### src/rtl/sertx_pkg.sv
package sertx_pkg;

    localparam int DATA_W = 9;

    typedef struct packed {
        logic nine;
        logic par_en;
        logic par_odd;
        logic two_stop;
    } frame_cfg_t;

    typedef enum logic [2:0] {
        ST_IDLE,
        ST_START,
        ST_DATA,
        ST_PAR,
        ST_STOP
    } tx_state_t;

    // Parity bit for the selected data length and sense
    function automatic logic parity_of(input logic [DATA_W-1:0] d,
                                       input logic nine,
                                       input logic odd);
        logic p;
        p = ^d[7:0];
        if (nine) p = p ^ d[8];
        return p ^ odd;
    endfunction

endpackage

### src/rtl/sertx_sync.sv
module sertx_sync #(
    parameter int  STAGES    = 2,
    parameter logic RST_VAL  = 1'b1
) (
    input  logic clk,
    input  logic rst,
    input  logic din,
    output logic dout
);
    logic [STAGES-1:0] pipe;

    always_ff @(posedge clk) begin
        if (rst) pipe <= {STAGES{RST_VAL}};
        else     pipe <= {pipe[STAGES-2:0], din};
    end

    assign dout = pipe[STAGES-1];
endmodule

### src/rtl/sertx_bit_timer.sv
module sertx_bit_timer #(
    parameter int DIV_W = 8
) (
    input  logic             clk,
    input  logic             rst,
    input  logic             run,
    input  logic             restart,
    input  logic [DIV_W-1:0] div_n,
    output logic             tick
);
    localparam int CNT_W = DIV_W + 4;

    logic [CNT_W-1:0] cnt;
    logic [CNT_W-1:0] reload;

    // 16*(n+1)-1 == 16*n + 15
    assign reload = {div_n, 4'hF};

    always_ff @(posedge clk) begin
        if (rst) begin
            cnt <= '0;
        end else if (restart) begin
            cnt <= reload;
        end else if (run) begin
            if (cnt == '0) cnt <= reload;
            else           cnt <= cnt - 1'b1;
        end
    end

    assign tick = run && (cnt == '0);
endmodule

### src/rtl/sertx_shifter.sv
module sertx_shifter
    import sertx_pkg::*;
(
    input  logic              clk,
    input  logic              rst,
    input  logic              start,
    input  logic [DATA_W-1:0] start_word,
    input  frame_cfg_t        start_cfg,
    input  logic              tick,
    output logic              txd,
    output logic              busy,
    output logic              frame_end
);
    tx_state_t         state;
    logic [DATA_W-1:0] shreg;
    logic [3:0]        idx;
    logic [3:0]        last_idx;
    logic              nine_q, pe_q, two_q, par_q, stop2;

    assign last_idx = nine_q ? 4'd8 : 4'd7;

    always_ff @(posedge clk) begin
        if (rst) begin
            state  <= ST_IDLE;
            shreg  <= '0;
            idx    <= '0;
            nine_q <= 1'b0;
            pe_q   <= 1'b0;
            two_q  <= 1'b0;
            par_q  <= 1'b0;
            stop2  <= 1'b0;
        end else if (start) begin
            state  <= ST_START;
            shreg  <= start_word;
            idx    <= '0;
            nine_q <= start_cfg.nine;
            pe_q   <= start_cfg.par_en;
            two_q  <= start_cfg.two_stop;
            par_q  <= parity_of(start_word, start_cfg.nine, start_cfg.par_odd);
            stop2  <= 1'b0;
        end else if (tick) begin
            case (state)
                ST_START: state <= ST_DATA;
                ST_DATA: begin
                    shreg <= shreg >> 1;
                    if (idx == last_idx) state <= pe_q ? ST_PAR : ST_STOP;
                    else                 idx   <= idx + 1'b1;
                end
                ST_PAR:  state <= ST_STOP;
                ST_STOP: begin
                    if (two_q && !stop2) stop2 <= 1'b1;
                    else                 state <= ST_IDLE;
                end
                default: state <= ST_IDLE;
            endcase
        end
    end

    always_comb begin
        case (state)
            ST_START: txd = 1'b0;
            ST_DATA:  txd = shreg[0];
            ST_PAR:   txd = par_q;
            default:  txd = 1'b1;
        endcase
    end

    assign busy      = (state != ST_IDLE);
    assign frame_end = tick && (state == ST_STOP) && (!two_q || stop2);

    AST_START_BIT_LOW: assert property (@(posedge clk) disable iff (rst)
        start |=> !txd);

    AST_STOP_LINE_HIGH: assert property (@(posedge clk) disable iff (rst)
        (state == ST_STOP) |-> txd);
endmodule

### src/rtl/sertx_buffered.sv
module sertx_buffered
    import sertx_pkg::*;
#(
    parameter int DIV_W = 8
) (
    input  logic              clk,
    input  logic              rst,
    input  logic              enable,
    input  logic [DIV_W-1:0]  div_n,
    input  logic              nine_bit,
    input  logic              parity_en,
    input  logic              parity_odd,
    input  logic              two_stop,
    input  logic              flow_en,
    input  logic              irq_on_done,
    input  logic              wr_en,
    input  logic [DATA_W-1:0] wr_data,
    input  logic              irq_clr,
    input  logic              cts_n,
    output logic              txd,
    output logic              buf_empty,
    output logic              tx_empty,
    output logic              irq
);
    logic              cts_s;
    logic              busy, frame_end, tick, load, cts_ok, irq_set;
    logic [DATA_W-1:0] hold;
    frame_cfg_t        cfg_now;

    assign cfg_now.nine     = nine_bit;
    assign cfg_now.par_en   = parity_en;
    assign cfg_now.par_odd  = parity_odd;
    assign cfg_now.two_stop = two_stop;

    sertx_sync #(.STAGES(2), .RST_VAL(1'b1)) u_cts_sync (
        .clk(clk), .rst(rst), .din(cts_n), .dout(cts_s)
    );

    sertx_bit_timer #(.DIV_W(DIV_W)) u_timer (
        .clk(clk), .rst(rst), .run(enable && busy), .restart(load),
        .div_n(div_n), .tick(tick)
    );

    sertx_shifter u_shift (
        .clk(clk), .rst(rst), .start(load), .start_word(hold),
        .start_cfg(cfg_now), .tick(tick), .txd(txd), .busy(busy),
        .frame_end(frame_end)
    );

    assign cts_ok = !flow_en || !cts_s;
    assign load   = enable && !buf_empty && cts_ok && (!busy || frame_end);

    always_ff @(posedge clk) begin
        if (rst) begin
            buf_empty <= 1'b1;
            hold      <= '0;
        end else if (load) begin
            buf_empty <= 1'b1;
        end else if (wr_en && buf_empty) begin
            buf_empty <= 1'b0;
            hold      <= wr_data;
        end
    end

    assign irq_set = irq_on_done ? (frame_end && buf_empty) : load;

    always_ff @(posedge clk) begin
        if (rst)          irq <= 1'b0;
        else if (irq_set) irq <= 1'b1;
        else if (irq_clr) irq <= 1'b0;
    end

    assign tx_empty = !busy && buf_empty;

    AST_LOAD_FREES_BUF: assert property (@(posedge clk) disable iff (rst)
        load |=> buf_empty);

    AST_FULL_WRITE_IGNORED: assert property (@(posedge clk) disable iff (rst)
        !buf_empty |=> $stable(hold));

    AST_IDLE_LINE_HIGH: assert property (@(posedge clk) disable iff (rst)
        tx_empty |-> txd);

    AST_PAUSE_HOLDS_LINE: assert property (@(posedge clk) disable iff (rst)
        (!enable && busy) |=> $stable(txd));

    AST_IRQ_STICKY: assert property (@(posedge clk) disable iff (rst)
        (irq && !irq_clr) |=> irq);

    AST_NO_START_BLOCKED: assert property (@(posedge clk) disable iff (rst)
        (flow_en && cts_s && !busy) |=> !busy);
endmodule

### config.mk
export PLATFORM = sky130hd
export DESIGN_NAME = sertx_buffered
export DESIGN_NICKNAME = d
export VERILOG_FILES = /design/src/rtl/sertx_pkg.sv /design/src/rtl/sertx_sync.sv /design/src/rtl/sertx_bit_timer.sv /design/src/rtl/sertx_shifter.sv /design/src/rtl/sertx_buffered.sv
export SDC_FILE = /design/constraint.sdc
export NUM_CORES = 1
export LEC_CHECK = 0
export BUFFER_PORTS_ARGS = -buffer_cell sky130_fd_sc_hd__buf_2
export CAP_MARGIN = 0
export CORE_AREA = 2 2 102 104
export DETAILED_ROUTE_END_ITERATION = 6
export DIE_AREA = 0 0 104 106
export GPL_ROUTABILITY_DRIVEN = 0
export HOLD_SLACK_MARGIN = 0.05
export PLACE_DENSITY = 0.49
export SETUP_SLACK_MARGIN = 0.3
export SYNTH_ARGS = -nofsm -noshare
export SYNTH_HDL_FRONTEND = slang
export SYNTH_SLANG_ARGS = --single-unit
export TNS_END_PERCENT = 10
### constraint.sdc
create_clock -name clk -period 2.5 [get_ports clk]
set_clock_uncertainty 0.1 [all_clocks]
set_input_delay 0.375 -clock clk [delete_from_list [all_inputs] [get_ports clk]]
set_output_delay 0.375 -clock clk [all_outputs]
set_load 0.02 [all_outputs]
==> results.rst <==
.. list-table::
   :header-rows: 1

   * - Metric
     - Value
   * - Clock transition at the registers of the reported paths
     - 0.10 ns
   * - Post-Route Setup TNS
     - 0 ns
   * - Post-place setup slack
     - 0.356 ns
   * - Largest buffer count on any clock path
     - 2
   * - Area enclosed by the die boundary
     - 11000 um2
   * - Number of antenna repair diodes
     - 0
   * - First-pass GRT wire length
     - 10300 um
   * - Final worst path period share
     - 83.2%
   * - Final nets
     - 357
   * - Max-slew headroom at the worst pin
     - 61.5%
   * - Sinks on the clock net
     - 46
   * - Proportion of layout cells with a drive suffix above 1
     - 21.2%
   * - RR Endpoint
     - u_shift.state[0]
   * - Effective utilization at floorplan
     - 24.0%
   * - Final ANT Viol Nets
     - 0
   * - Kind of path behind the tightest hold check
     - in2reg
   * - Worst VDD drop
     - 0.236 mV
   * - Ports
     - 33
   * - Leading cell type by number of instances after synthesis
     - sky130_fd_sc_hd__dfxtp_1
   * - Distinct cell type count after synthesis
     - 56
   * - Gate Count Post-Synth
     - 287
   * - Source of the worst register-to-register timing path
     - u_timer.cnt[0]
   * - Proportion of synthesized flip-flops having asynchronous set or reset
     - 0%
   * - Largest driver fanout on the critical path
     - 7
   * - Destination of the worst hold path
     - u_cts_sync.pipe[0]
   * - Post-route minimum period
     - 2.08 ns
   * - Clock latency of the later-clocked register in the worst-skew pair
     - 0.30 ns
   * - Count of filler cells inserted in the layout
     - 1119
   * - DR vias/cell
     - 4.83
   * - Share of the synthesized area in the top cell type
     - 38.3%
   * - Critical path data required time
     - 2.62 ns
   * - Post-synth EDFFs
     - 0
   * - Via count
     - 2228
   * - Setup Crit Path Kind
     - reg2reg
   * - Synthesized flop and latch total
     - 46
   * - Cells on Worst Hold Path
     - 2
   * - Worst setup slack for register-to-register paths
     - 0.42 ns
   * - Worst EP arrival
     - 2.20 ns
   * - Detailed Routing Iterations Pass 1
     - 5
   * - Number of DRC markers after the initial detailed-route iteration
     - 114
   * - Final count of negative-setup-slack endpoints
     - 0
   * - Wirelength per Cell
     - 13.6 um
   * - Max-cap violations
     - 0
   * - Number of global-route vias before repair
     - 2082
   * - Number of nets in the synthesized netlist
     - 319
   * - Commonest cells post-synth
     - 46 x sky130_fd_sc_hd__dfxtp_1, 27 x sky130_fd_sc_hd__nand2_1, 25 x sky130_fd_sc_hd__nand3_1
   * - Final design instance area without fill
     - 2870 um2
   * - Largest area contributor in the netlist
     - sky130_fd_sc_hd__dfxtp_1
   * - Clk root buf
     - sky130_fd_sc_hd__clkbuf_8
   * - Count of input and output buffers
     - 32
   * - Number of CTS-inserted buffers
     - 5
   * - H-tree depth
     - 2
   * - Sequential fraction of the synthesis area
     - 38.3%
   * - Placement Rows
     - 37
   * - Post-synthesis instance area
     - 2400 um2
   * - Uppermost routed layer
     - met4
   * - Synth top area cells
     - sky130_fd_sc_hd__dfxtp_1 38%, sky130_fd_sc_hd__nand3_1 5.2%, sky130_fd_sc_hd__a21oi_1 5.0%, sky130_fd_sc_hd__nand2_1 4.2%, sky130_fd_sc_hd__xnor2_1 4.0%
   * - Total length of routed wires
     - 6260 um
   * - Detail Route met3 WL
     - 300 um
   * - Prevailing post-synth register cell
     - sky130_fd_sc_hd__dfxtp_1
   * - Die boundary width
     - 104 um
   * - Final Max Slew Viols
     - 0
   * - R2R cell count
     - 6
   * - DRC
     - 0
   * - Leakage dissipation
     - 1.01 nW
   * - Avg Cell Area, Syn
     - 8.38 um2
   * - Die height
     - 106 um
   * - Post-DP HPWL
     - 4490 um
   * - Met1 WL
     - 3230 um
   * - Power, Total
     - 0.00186 W
   * - TritonCTS clock tree
     - done
   * - Worst min-delay path startpoint
     - cts_n
   * - Result of the run
     - finished, final reports clean
   * - Startpoint type of the worst setup path
     - register
   * - Area delta synth->final
     - 19.3%
   * - Setup slack after layout
     - 0.419 ns
   * - Final Hold Vio Count
     - 0
   * - Worst-margin pin slew
     - 0.577 ns
   * - Largest net degree at the start of global routing
     - 31
   * - Post-Place Cell Area
     - 2750 um2
   * - Total Routing Usage GR
     - 11.6%
   * - Yosys warns
     - 0
   * - Met2 wire length
     - 2660 um
   * - Kind of end point of the critical path
     - register
   * - Remaining global-route overflow
     - 0
   * - RSZ-0062 raised after global routing
     - true
   * - Timing-limited maximum frequency
     - 481 MHz
   * - Ratio of total power to cell area
     - 648 nW/um2
   * - Hold buffer count at CTS
     - 0
   * - Number of antenna violations at the first check in global routing
     - 0
   * - Core region area
     - 10000 um2
worst max-delay path, cell delays in order (launching register included):
cell                      delay [ns]
sky130_fd_sc_hd__dfxtp_1        0.36
sky130_fd_sc_hd__inv_1          0.10
sky130_fd_sc_hd__ha_1           0.17
sky130_fd_sc_hd__nor4b_4        0.29
sky130_fd_sc_hd__nand4_2        0.25
sky130_fd_sc_hd__or4b_1         0.58
sky130_fd_sc_hd__a31oi_1        0.16
routing by layer:
| layer | GRT usage [%] | up-vias |
|---|---|---|
| li1 | - | 1126 |
| met1 | 16.1 | 1041 |
| met2 | 18.0 | 57 |
| met3 | 2.27 | 4 |
| met4 | 3.76 | 0 |
| met5 | 0 | - |
cells in the final DEF (no fill, tap or decap), types with 6 or more instances in the layout:
cell type	synthesis	routed
sky130_fd_sc_hd__a21oi_1	24	24
sky130_fd_sc_hd__a31oi_1	10	10
sky130_fd_sc_hd__buf_2	2	32
sky130_fd_sc_hd__buf_4	0	14
sky130_fd_sc_hd__dfxtp_1	46	46
sky130_fd_sc_hd__inv_1	10	10
sky130_fd_sc_hd__mux2i_1	6	6
sky130_fd_sc_hd__nand2_1	27	26
sky130_fd_sc_hd__nand3_1	25	25
sky130_fd_sc_hd__nor2_1	19	19
sky130_fd_sc_hd__o211ai_1	8	8
sky130_fd_sc_hd__o21ai_0	9	9
sky130_fd_sc_hd__xnor2_1	11	11
registers in the layout, summed over array words and instances, names as in the netlist, 2 cells and up:
name             flops
u_timer.cnt         12
u_shift.state        3
u_shift.idx          4
u_shift.shreg        9
u_cts_sync.pipe      2
hold                 9
worst max-delay path by stage:
stage               slack, ns               end      startpoint
finish                   0.42  u_shift.state[0]  u_timer.cnt[0]
global route             0.24    u_shift.idx[1]  u_timer.cnt[0]
detailed placement       0.36    u_shift.idx[1]  u_timer.cnt[0]
CTS                      0.36    u_shift.idx[1]  u_timer.cnt[0]
floorplan                0.47   u_timer.cnt[10]  u_timer.cnt[0]
global placement         0.37    u_shift.idx[1]  u_timer.cnt[0]
power breakdown:
group	internal [W]	total (W)	switching [W]	leakage (nW)
sequential	0.000772	0.000818	0.0000464	0.374
combinational	0.000264	0.000590	0.000326	0.599
clock	0.000192	0.000450	0.000258	0.0373
total	0.00123	0.00186	0.000630	1.01
logic make-up after synthesis:
family	count (synthesis)	synth area share (%)
xor+xnor	12	4.37
flops	46	38.3
buf+inv	25	4.63
simple gates	117	26.9
fa+ha+maj	3	1.56
compound gates	76	20.7
mux	8	3.59
repair_timing:
action	CTS	global route
setup endpoints to repair	0	24
resized for setup	0	5
buffers inserted	0	2
cell type report:
type | instances | area, um2 | share of cell area [%]
Tap cell | 136 | 170 | 5.93
Multi-Input combinational cell | 216 | 1400 | 48.6
Clock buffer | 6 | 72.6 | 2.53
Sequential cell | 46 | 921 | 32.1
Clock inverter | 1 | 7.51 | 0.262
Timing Repair Buffer | 46 | 265 | 9.25
Inverter | 10 | 37.5 | 1.31
metrics by stage:
step           std cells  hold WS (ns)  utilization [%]
4_1_cts              459         0.151             28.3
6_report             461         0.150             28.7
3_5_place_dp         452         0.303             27.5
3_3_place_gp         452         0.300             27.5
2_1_floorplan        287         0.289                -
5_1_grt              461         0.153             28.7
Note: power is estimated with default switching activity, not from simulation.
